[config.mk]
export PLATFORM = sky130hd
export DESIGN_NAME = kmul_lut_top
export DESIGN_NICKNAME = d
export VERILOG_FILES = /design/src/rtl/cm_pkg.sv /design/src/rtl/cm_write_decode.sv /design/src/rtl/cm_nibble_table.sv /design/src/rtl/cm_part_sum.sv /design/src/rtl/kmul_lut_top.sv
export SDC_FILE = /design/constraint.sdc
export NUM_CORES = 1
export LEC_CHECK = 0
export BUFFER_PORTS_ARGS = -buffer_cell sky130_fd_sc_hd__buf_4
export CAP_MARGIN = 10
export CORE_ASPECT_RATIO = 0.5
export CORE_UTILIZATION = 45
export DETAILED_ROUTE_END_ITERATION = 7
export SETUP_SLACK_MARGIN = 0.5
export SYNTH_ARGS = -nofsm -noshare
export SYNTH_HDL_FRONTEND = slang
export SYNTH_HIERARCHICAL = 1
export SYNTH_SLANG_ARGS = --single-unit
export TNS_END_PERCENT = 1
[constraint.sdc]
create_clock -name clk -period 3.5 [get_ports clk]
set_clock_uncertainty 0.15 [all_clocks]
set_input_delay 0.35 -clock clk [delete_from_list [all_inputs] [get_ports clk]]
set_output_delay 0.35 -clock clk [all_outputs]
set_load 0.01 [all_outputs]
[src/rtl/cm_pkg.sv]
package cm_pkg;

    localparam int NIB_W   = 4;
    localparam int NUM_TBL = 2;
    localparam int IN_W    = NIB_W * NUM_TBL;
    localparam int ENTRY_W = 12;
    localparam int PROD_W  = ENTRY_W + NIB_W * (NUM_TBL - 1);
    localparam int DEPTH   = 1 << NIB_W;
    localparam int SEL_W   = NUM_TBL;

    typedef logic [NIB_W-1:0]   nib_t;
    typedef logic [ENTRY_W-1:0] entry_t;
    typedef logic [PROD_W-1:0]  prod_t;

    typedef enum logic [SEL_W-1:0] {
        WSEL_NONE = 2'b00,
        WSEL_LOW  = 2'b01,
        WSEL_HIGH = 2'b10,
        WSEL_BOTH = 2'b11
    } wsel_e;

    typedef struct packed {
        logic   en;
        wsel_e  sel;
        nib_t   addr;
        entry_t data;
    } wr_req_t;

    // Widen one table word and move it to the weight of its nibble.
    function automatic prod_t place_part(entry_t word, int unsigned idx);
        prod_t wide;
        wide = prod_t'(word);
        return wide << (idx * NIB_W);
    endfunction

endpackage

[src/rtl/cm_write_decode.sv]
module cm_write_decode
    import cm_pkg::*;
(
    input  wr_req_t           req,
    output logic [NUM_TBL-1:0] tbl_we
);
    for (genvar t = 0; t < NUM_TBL; t++) begin : g_dec
        assign tbl_we[t] = req.en && req.sel[t];
    end
endmodule

[src/rtl/cm_nibble_table.sv]
module cm_nibble_table
    import cm_pkg::*;
(
    input  logic   clk,
    input  logic   rst,
    input  logic   we,
    input  nib_t   waddr,
    input  entry_t wdata,
    input  nib_t   raddr,
    output entry_t rdata
);
    entry_t mem [DEPTH];

    always_ff @(posedge clk) begin
        if (rst) begin
            for (int i = 0; i < DEPTH; i++) begin
                mem[i] <= '0;
            end
        end else if (we) begin
            mem[waddr] <= wdata;
        end
    end

    // Combinational read sees the contents before any write at this edge.
    assign rdata = mem[raddr];
endmodule

[src/rtl/cm_part_sum.sv]
module cm_part_sum
    import cm_pkg::*;
(
    input  prod_t parts [NUM_TBL],
    output prod_t total
);
    always_comb begin
        total = '0;
        for (int t = 0; t < NUM_TBL; t++) begin
            total = total + parts[t];
        end
    end
endmodule

[src/rtl/kmul_lut_top.sv]
module kmul_lut_top
    import cm_pkg::*;
(
    input  logic               clk,
    input  logic               rst,
    input  logic [IN_W-1:0]    mult_in,
    input  logic               wr_en,
    input  logic [SEL_W-1:0]   wr_sel,
    input  logic [NIB_W-1:0]   wr_addr,
    input  logic [ENTRY_W-1:0] wr_data,
    output logic [PROD_W-1:0]  prod_out
);
    wr_req_t            req;
    logic [NUM_TBL-1:0] tbl_we;
    entry_t             rd_word [NUM_TBL];
    prod_t              parts   [NUM_TBL];
    prod_t              sum_next;
    prod_t              prod_q;

    assign req.en   = wr_en;
    assign req.sel  = wsel_e'(wr_sel);
    assign req.addr = wr_addr;
    assign req.data = wr_data;

    cm_write_decode u_dec (
        .req    (req),
        .tbl_we (tbl_we)
    );

    for (genvar t = 0; t < NUM_TBL; t++) begin : g_tbl
        cm_nibble_table u_tbl (
            .clk   (clk),
            .rst   (rst),
            .we    (tbl_we[t]),
            .waddr (req.addr),
            .wdata (req.data),
            .raddr (mult_in[t*NIB_W +: NIB_W]),
            .rdata (rd_word[t])
        );
        assign parts[t] = place_part(rd_word[t], t);
    end

    cm_part_sum u_sum (
        .parts (parts),
        .total (sum_next)
    );

    always_ff @(posedge clk) begin
        if (rst) begin
            prod_q <= '0;
        end else begin
            prod_q <= sum_next;
        end
    end

    assign prod_out = prod_q;
endmodule

Yosys cells after proc, flatten, opt, wreduce, memory -nomap -nowiden:

Memories as Yosys holds them, arrays and structs flattened.
Cells that the tools add are included.

* word-level logic and storage cells: 22
* flip-flop bits (word level): 16
* memory bits (writable): 384
* memories: 2

Memories
* g_tbl[0].u_tbl.mem: words 16, width 12, rd ports 1, clocked after memory_dff 0, write ports 16, RTL line cm_nibble_table.sv:12 `entry_t mem [DEPTH];`
* g_tbl[1].u_tbl.mem: words 16, width 12, rd ports 1, clocked after memory_dff 0, write ports 16, RTL line cm_nibble_table.sv:12

* $add $sub $neg: 1
* reduce and logical (&&, ||, !) cells: 4
* mux-type cells: 14

Operator list (number)
* two-way mux 12 bit: 2
* OR reduction 12 bit: 2
* adder 12 x 16 -> 16 bit: 1
* two-way mux 1 bit: 10
* two-way mux 4 bit: 2
* logical AND 1 bit: 2

Longest topological paths before layout:

Gate-level depths: netlist (run 1).

* depth after elaboration: 6
* mapped depth: 13
* mapped depth without buffers: 11

By module:

Netlist (run 1), hierarchy kept.

By module, submodules not included
* cm_nibble_table: area an instance 8707.1 sq um, times used 2, cells each 555, sequential area each 5765.5 sq um
* cm_part_sum: area an instance 805.8 sq um, times used 1, cells each 104, sequential area each 0.0 sq um
* kmul_lut_top: area an instance 467.9 sq um, times used 1, cells each 34, sequential area each 320.3 sq um
* cm_write_decode: area an instance 12.5 sq um, times used 1, cells each 2, sequential area each 0.0 sq um

Least setup slack after synthesis (run 1):

Ideal clock, no wire load.

* kind: input port to flip-flop
* start: input mult_in[4]
* end: register prod_q[15], in the netlist prod_out[15]
* stages on the path: 13
* data arrival time: 2.918 ns
* slack: 0.316 ns
* required time: 3.234 ns
* library setup time: 0.116 ns
* path buffers: 3
* cell sequence: buf_2 -> buf_4 -> mux4_2 -> a22oi_1 -> nand2_1 -> ha_1 -> buf_2 -> a221o_1 -> a31oi_1 -> o21a_1 -> o21ai_1 -> xnor2_1 -> and2b_2

RTL lines
* start: declaration: RTL line kmul_lut_top.sv:6 `input logic [IN_W-1:0] mult_in,`
* end signal: assignment: RTL line kmul_lut_top.sv:52 `prod_q <= sum_next;`
* end: declaration: RTL line kmul_lut_top.sv:18 `prod_t prod_q;`

==> results.tsv, run 1 <==
metric	value	unit
cell family with most CP delay	simple AND/OR/NAND/NOR gates	
commonest cells in the netlist	388 x and2_1, 384 x edfxtp_1, 96 x mux4_2	
RSZ-0062 raised after global routing	true	
Area growth, synth to finish	13.02	%
largest net degree at the start of global routing	34	
Final nets	1350	
ANT nets after route	0	
hold crit path type	in -> reg	
HPWL Detailed	29.16	mm
Max-cap violations	0	
CP max-delay cell	ha_1	
post-synth top area share	61.66	%
Leak Pwr	7.542	nW
CTS tree	done	
slew at the pin closest to its max-slew limit	1.035	ns
Worst Path Required	3.79	ns
post-synthesis simple-gate area fraction	17.71	%
FMAX	0.3378	GHz
Cells after Synth	1250	
Worst-path clk slew	0.07	ns
setup TNS	0	ns
Synthesis Warnings	6	
synthesized flop and latch total	400	
Crit path largest cell delay	0.48	ns
Final min period	2.960	ns
final WL	45.38	mm
die area	42430	sq um
Worst slew margin	30.84	%
quantity of I/O buffers inserted on ports	44	
total gr overflow	0	
Max FO, Critical Path	8	
Core Area	40660	sq um
share of post-route cells with drive strength above 1	23.40	%
clk sinks	400	
1st-pass router iterations	5	
crit path to	prod_out[15]	
Finish-stage setup viols	0	
Initial Util	45.99	%
outcome	completed	
Syn Std Cell Area	18700	sq um
vias per cell	5.621	
H-tree levels	2	
CP Launch Type	flop	
VDD IR max	0.2730	mV
EDFF count, synth	384	
total CTS buffers	39	
final hold violation count	0	
routed via count	10520	
largest family of logic cells by synthesized area	simple AND/OR/NAND/NOR gates	
first-pass GRT wire length	68.28	mm
fin crit share	84.57	%
crit path DAT	3.25	ns
number of distinct library cells after synthesis	50	
critical path depth	9	
Worst Setup Path Type	reg -> reg	
fin. max-slew vios	0	
reg2reg path depth	9	
reg2reg start	g_tbl[0].u_tbl/mem[8][9]	
latest clock arrival within the worst-skew pair	0.54	ns
Die Wd	290.3	um
crit end category	flop	
Residual DRC	0	
post-synthesis compound-gate area fraction	3.319	%
FP Rows	52	
syn_area_per_cell	14.96	sq um
initial antenna violation count	3	
dominant cell type by area after synthesis	edfxtp_1	
ys async rst share	0	%
FILL cells	3312	
Die Y	146.1	um
ys flop type	edfxtp_1	
DR iter-0 viols	1032	
vias in the first global route	10630	
GP Congestion	0.7979	
post-synthesis sequential area ratio	63.37	%
Worst Setup SP	g_tbl[0].u_tbl/mem[8][9]	
worst-case clock buffer depth	3	
final core utilization	51.98	%
Power Dens Cells	521.6	nW/um^2
Area contributors post-synth	edfxtp_1 62%, and2_1 13%, mux4_2 12%	
top-count cell post-synth	and2_1	
I/O pin count	45	
wire per inst	24.25	um
gr usage total	21.83	%
crit-path cells	mux4_2, a22oi_1, nand2_1, ha_1, and4_1, nand3_1, o21ai_1, xnor2_1, and2b_2	
XOR/XNOR Fraction of Synth Area	0.6089	%
mux share of post-synthesis cell area	11.67	%
Root Buffer	clkbuf_16	
CTS Hold Buffers Added	0	
adder-cell share of the synthesized area	1.111	%
R2R setup slack	0.54	ns
Worst R2R End	prod_out[15]	
crit path buf inv count	0	
## worst min path at each step
stage | startpoint | endpoint | depth (start not counted)
floorplan | wr_data[0] | g_tbl[0].u_tbl/mem[0][0] | 1
global placement | prod_out[3] | prod_out[3] | 1
detailed placement | prod_out[5] | prod_out[5] | 1
CTS | rst | prod_out[15] | 2
global route | rst | prod_out[15] | 2
finish | rst | prod_out[15] | 2
## sequential cells by signal (all words and copies together), names as in the netlist
signal,flops
g_tbl.u_tbl/mem,384
prod_out,16
## metrics by stage
step / setup slack, ns / cells / hold slack [ns] / area (sq um) / total power, mW
floorplan: 0.5201 / 1258 / 0.3982 / 18780 / 6.484
global placement: 0.1082 / 1804 / 0.5919 / 19870 / 6.967
detailed placement: 0.03497 / 1804 / 0.5896 / 19870 / 6.993
CTS: 0.5189 / 1869 / 0.1020 / 21090 / 11.08
global route: 0.4778 / 1871 / 0.1162 / 21140 / 11.41
finish: 0.5399 / 1871 / 0.1137 / 21140 / 11.02
## metal layers
layer  part of all wire [%]  GRT usage [%]  routed length (um)
met3                    6.1          4.004                2788
met1                     46          31.71               20730
met2                     46          33.82               20790
met5                      0              0                   0
met4                    2.3          6.144                1066
## layout by cell type, fill, tap and decap left out, types with 9 or more instances in the layout
master	netlist	routed
buf_12	0	9
conb_1	1	9
and2_1	388	388
or2_2	31	31
nand2_1	35	35
buf_4	4	92
nor2_1	29	29
dfxtp_1	16	16
mux4_2	96	96
ha_1	15	15
edfxtp_1	384	384
a21oi_1	13	13
clkbuf_16	0	41
a22oi_1	48	44
## repair_timing
action / CTS / global route
endpoints found under the setup margin: 2 / 5
buffers inserted: 0 / 0
pin swaps: 0 / 2
gates resized for setup: 2 / 7
## cells by family (layout without fill, tap and decap cells)
kind of cell,count (synthesis),in the layout
XOR/XNOR,13,13
AND/OR/NAND/NOR,541,541
multiplexers,98,98
flip-flops,400,400
adder cells (fa/ha/maj),16,16
buffers and inverters,95,166
AO/OA/AOI/OAI,86,86
other,1,11
## cell type report
type,instances,area [sq um],share of cell area (%)
Antenna cell,2,5.005,0.02368
Clock buffer,49,1056,4.996
Sequential cell,400,11850,56.07
Tap cell,540,675.6,3.197
Timing Repair Buffer,101,870.8,4.120
Clock inverter,16,153.9,0.7282
Multi-Input combinational cell,763,6523,30.86
## report_power, final
part	total [mW]	leakage [nW]	internal [mW]	switching, mW
combinational	1.30	3.16	0.563	0.742
clock	4.10	0.592	2.35	1.75
sequential	5.62	3.79	5.53	0.0865
No activity file was read; power rests on OpenSTA's default activity.
==> run 2: changes to the inputs <==
Settings changed: ABC_AREA set to 1.
Clock period 3.5 ns to 2.4 ns, I/O delays scaled along.
==> results.tsv, run 2 <==
metric	value	unit
final hold violation count	16	
FP Rows	54	
Worst Setup Path Type	reg -> reg	
VDD IR max	0.4000	mV
Synthesis Warnings	6	
Worst Setup SP	g_tbl[1].u_tbl/mem[13][7]	
Max FO, Critical Path	4	
Area growth, synth to finish	17.40	%
total CTS buffers	40	
I/O pin count	45	
slew at the pin closest to its max-slew limit	0.6340	ns
number of distinct library cells after synthesis	27	
Worst R2R End	prod_out[14]	
initial antenna violation count	0	
most common cell after layout, fill and taps aside	nand2_1	
Leak Pwr	10.88	nW
quantity of I/O buffers inserted on ports	44	
RSZ-0062 raised after global routing	true	
DR iter-0 viols	1396	
gr usage total	24.74	%
wire per inst	18.19	um
Hold Path End	prod_out[11]	
Core Area	43650	sq um
Residual DRC	0	
HPWL Detailed	35.87	mm
ANT nets after route	0	
Worst-path clk slew	0.06	ns
reg2reg start	g_tbl[1].u_tbl/mem[13][7]	
Hold Path Depth	2	
fin crit share	89.34	%
fin. max-slew vios	0	
Final min period	2.144	ns
Crit path largest cell delay	0.36	ns
largest net degree at the start of global routing	60	
Setup Buffers After CTS	0	
Die Y	151.0	um
dominant cell type by area after synthesis	edfxtp_1	
number of flip-flops in the largest register	384	
FILL cells	4017	
failing checks	hold timing	
Place WS	-0.1346	ns
final WL	55.25	mm
cell family with most CP delay	simple AND/OR/NAND/NOR gates	
Area contributors post-synth	edfxtp_1 58%, nand2_1 12%, nor2_1 7.7%	
hold_ws	-0.1224	ns
total gr overflow	0	
share of post-route cells with drive strength above 1	15.31	%
Hold Path Origin	rst	
vias in the first global route	14570	
Root Buffer	clkbuf_16	
crit path DAT	2.42	ns
CTS tree	done	
EDFF count, synth	384	
most frequent cells in the layout	620 x nand2_1, 411 x nor2_1, 384 x edfxtp_1	
Max-cap violations	0	
latest clock arrival within the worst-skew pair	0.55	ns
Top reg by flops	g_tbl.u_tbl/mem	
ys flop type	edfxtp_1	
syn_area_per_cell	8.528	sq um
post-synth top area share	57.74	%
first-pass GRT wire length	84.57	mm
top-count cell post-synth	nand2_1	
die area	45280	sq um
post-synthesis sequential area ratio	59.34	%
commonest cells in the netlist	645 x nand2_1, 411 x nor2_1, 384 x edfxtp_1	
Syn Std Cell Area	19970	sq um
ys async rst share	0	%
routed via count	15440	
CP max-delay cell	edfxtp_1	
Final nets	2467	
synthesized flop and latch total	400	
Power Dens Cells	729.4	nW/um^2
Worst slew margin	57.63	%
reg2reg path depth	17	
R2R setup slack	0.26	ns
vias per cell	5.083	
Initial Util	45.76	%
1st-pass router iterations	5	
crit-path cells	inv_1, nand2_1, nand3_1, nand3_2, nand3_2, nand2_2, ha_4, nand2_1, nand2_1, nand2_1, nand2_1, a21oi_2, nand2_1, nand2_1, nand2_1, inv_1, nor2_2	
crit end category	flop	
CP dominant cell by count	nand2_1	
worst-case clock buffer depth	3	
FMAX	0.4664	GHz
hold crit path type	in -> reg	
outcome	finished, violations left	
n_diodes	0	
Finish-stage setup viols	0	
Worst Path Required	2.68	ns
GP Congestion	0.8704	
Die Wd	299.9	um
fin worst setup slack	0.2557	ns
Cells after Synth	2342	
clk sinks	400	
H-tree levels	2	
crit path buf inv count	2	
CP Launch Type	flop	
==> run 2: cell types whose count changed after synthesis, sizes merged, moves of 14 or more <==
cell	before	now
nand2	35	655
inv	0	391
and2	388	0
nor2	29	414
nand3	6	300
mux4	96	0
buf	29	94
a22oi	48	0
or2	33	0
clkbuf	66	42
nor2b	14	0
==> run 2: power breakdown <==
group	total [mW]	switching (mW)	internal [mW]
logic	2.42	1.57	0.848
clock network	6.52	2.74	3.78
registers	8.17	0.115	8.05
total	17.1	4.43	12.7
==> run 2: cells by family after synthesis <==
| logic type | Yosys count | share of synthesized area (%) |
|---|---|---|
| and+or+nand+nor | 1381 | 28.35 |
| buffers and inverters | 527 | 10.61 |
| DFF | 400 | 59.34 |
| adders and majority gates | 16 | 1.040 |
| AOI/OAI and AO/OA | 9 | 0.2819 |
| xor gates and xnor gates | 8 | 0.3508 |
| other | 1 | 0.01878 |
==> run 2: timing repair <==
item,4_1_cts,5_1_grt
endpoints found under the hold margin,16,16
pin swaps,23,16
gates resized for setup,75,25
endpoints found under the setup margin,12,14
==> run 2: routing by layer <==
metal | vias to the layer above | global-route usage (%) | part of all wire (%)
li1 | 7432 | - | -
met1 | 7382 | 34.74 | 44
met3 | 109 | 3.629 | 6.8
met5 | - | 0 | 0
met4 | 0 | 6.760 | 2.5
met2 | 515 | 40.21 | 46
==> run 2: worst max-delay path by stage <==
stage / to / depth (start not counted)
5_1_grt: prod_out[13] / 17
6_report: prod_out[14] / 17
3_3_place_gp: prod_out[14] / 16
2_1_floorplan: prod_out[14] / 20
3_5_place_dp: prod_out[13] / 19
4_1_cts: prod_out[13] / 16
==> run 2: worst register-to-register path, cell delays in order, from the launching register on <==
cell and delay [ns]:
edfxtp_1 0.36, inv_1 0.06, nand2_1 0.05, nand3_1 0.12, nand3_2 0.14, nand3_2 0.12, nand2_2 0.08, ha_4 0.27
nand2_1 0.06, nand2_1 0.10, nand2_1 0.08, nand2_1 0.05, a21oi_2 0.12, nand2_1 0.07, nand2_1 0.06, nand2_1 0.05
inv_1 0.06, nor2_2 0.03
==> run 2: cell type report <==
class,instances,area (sq um),area share [%]
inverters,391,1473,6.281
clock inverters,22,272.8,1.163
multi-input cells,1423,6640,28.32
clock buffers,47,1049,4.472
well taps,588,735.7,3.138
repair buffers,166,1425,6.078
flip-flops and latches,400,11850,50.55
==> run 2: per-stage QoR <==
step           instance area, sq um  TNS [ns]  util [%]  power, mW  std cells
6_report                      23450         0     53.72      17.10       3037
5_1_grt                       23450         0     53.72      17.74       3037
4_1_cts                       23340         0     53.47      17.15       3037
3_5_place_dp                  21690   -0.6777     49.70      10.61       2968
3_3_place_gp                  21690   -0.5865     49.70      10.59       2968
2_1_floorplan                 20290         0         -      9.740       2350
==> run 3: changes to the inputs <==
Settings changed: CORE_ASPECT_RATIO 0.5 to 1.5, CORE_UTILIZATION 45 to 40.
==> results.tsv, run 3 (synthesis gave the netlist of run 2 again) <==
metric	value	unit
Power Dens Cells	726.5	nW/um^2
H-tree levels	2	
CP Launch Type	flop	
most common cell after layout, fill and taps aside	nand2_1	
FMAX	0.4524	GHz
Final nets	2485	
Initial Util	40.82	%
1st-pass router iterations	5	
Top reg by flops	g_tbl.u_tbl/mem	
I/O pin count	45	
DR iter-0 viols	1214	
Die Wd	184.4	um
VDD IR max	0.5624	mV
die area	50850	sq um
HPWL Detailed	40.27	mm
setup TNS	0	ns
final WL	58.44	mm
Finish-stage setup viols	0	
first-pass GRT wire length	89.50	mm
FILL cells	4670	
latest clock arrival within the worst-skew pair	0.57	ns
Tot Pwr	17.24	mW
Leak Pwr	11.01	nW
FP Rows	99	
ANT nets after route	0	
crit path DAT	2.49	ns
share of post-route cells with drive strength above 1	15.49	%
largest net degree at the start of global routing	63	
clk sinks	400	
number of flip-flops in the largest register	384	
crit end category	flop	
Worst slew margin	56.47	%
Setup Buffers After CTS	0	
Worst-path clk slew	0.06	ns
Core Area	48930	sq um
final hold violation count	16	
gr usage total	23.69	%
GP Congestion	0.9563	
fin crit share	92.11	%
Max FO, Critical Path	5	
register area	11850	sq um
R2R setup slack	0.19	ns
vias per cell	4.965	
Worst Setup Path Type	reg -> reg	
fin. max-slew vios	0	
final core utilization	48.51	%
area taken by multi-input logic gates	6615	sq um
routed via count	15530	
vias in the first global route	15790	
RSZ-0062 raised after global routing	true	
worst-case clock buffer depth	3	
failing checks	hold timing	
hold_ws	-0.1302	ns
Worst Path Required	2.68	ns
hold crit path type	in -> reg	
wire per inst	18.68	um
quantity of I/O buffers inserted on ports	44	
Area growth, synth to finish	18.84	%
slew at the pin closest to its max-slew limit	0.6514	ns
Root Buffer	clkbuf_16	
Final min period	2.211	ns
CTS tree	done	
total gr overflow	0	
initial antenna violation count	0	
most frequent cells in the layout	619 x nand2_1, 409 x nor2_1, 384 x edfxtp_1	
Max-cap violations	0	
n_diodes	0	
total CTS buffers	42	
Residual DRC	0	
outcome	finished, violations left	
Die Y	275.7	um
## run 3: changes by cell type in the layout (fill, tap and decap cells not counted), sizes merged
cell,change
buf,+16
clkbuf,+6
inv,+2
bufinv,-1
clkinv,+1
clkinvlp,-1
## run 3: worst max-delay path, stage by stage, from the launching register on
cell and delay [ns]:
edfxtp_1 0.36, inv_1 0.06, nand2_1 0.06, nand3_1 0.09, nand3_1 0.13, nand3_1 0.17
nand2_2 0.10, ha_4 0.25, nand2_4 0.10, inv_1 0.08, nand2_4 0.07, nand2_2 0.05
a21oi_2 0.13, nand2_1 0.07, nand2_1 0.06, nand2_1 0.05, inv_1 0.05, nor2_1 0.04
## run 3: cell type report
class,instances,area share (%)
Clock buffer,53,4.692
Sequential cell,400,49.93
Multi-Input combinational cell,1423,27.87
Clock inverter,23,1.070
Timing Repair Buffer,182,6.774
Inverter,391,6.205
Tap cell,656,3.458
## run 3: what timing repair did
action,in CTS,in global routing
pin swaps,22,12
endpoints found under the hold margin,16,16
endpoints found under the setup margin,15,15
gates resized for setup,75,12
## run 3: metal layers
layer | share of wire [%] | track usage (%) | vias to the layer above
li1 | - | - | 7464
met1 | 36 | 25.78 | 7433
met2 | 53 | 44.03 | 482
met3 | 4.6 | 2.626 | 150
met4 | 6.1 | 13.90 | 0
met5 | 0 | 0 | -
## run 3: path summary, 6_finish.rpt
| path | start | end | depth (start not counted) |
|---|---|---|---|
| setup / recovery | g_tbl[0].u_tbl/mem[15][11] | prod_out[13] | 17 |
| hold / removal | rst | prod_out[5] | 2 |
| setup reg to reg | g_tbl[0].u_tbl/mem[15][11] | prod_out[13] | 17 |
| hold reg to reg | g_tbl[0].u_tbl/mem[8][0] | prod_out[0] | 9 |
## run 3: per-stage QoR
stage	setup slack [ns]	instance area [sq um]	cells
floorplan	0.3120	20290	2350
CTS	0.2077	23690	3128
global placement	-0.2694	21960	3052
finish	0.1894	23740	3128
detailed placement	-0.2976	21960	3052
global route	-0.006621	23740	3128
## run 3: report_power, final
part / switching (mW) / internal [mW] / leakage [nW]
Clock: 2.73 / 3.84 / 0.671
Sequential: 0.123 / 8.06 / 3.79
Combinational: 1.62 / 0.880 / 6.55
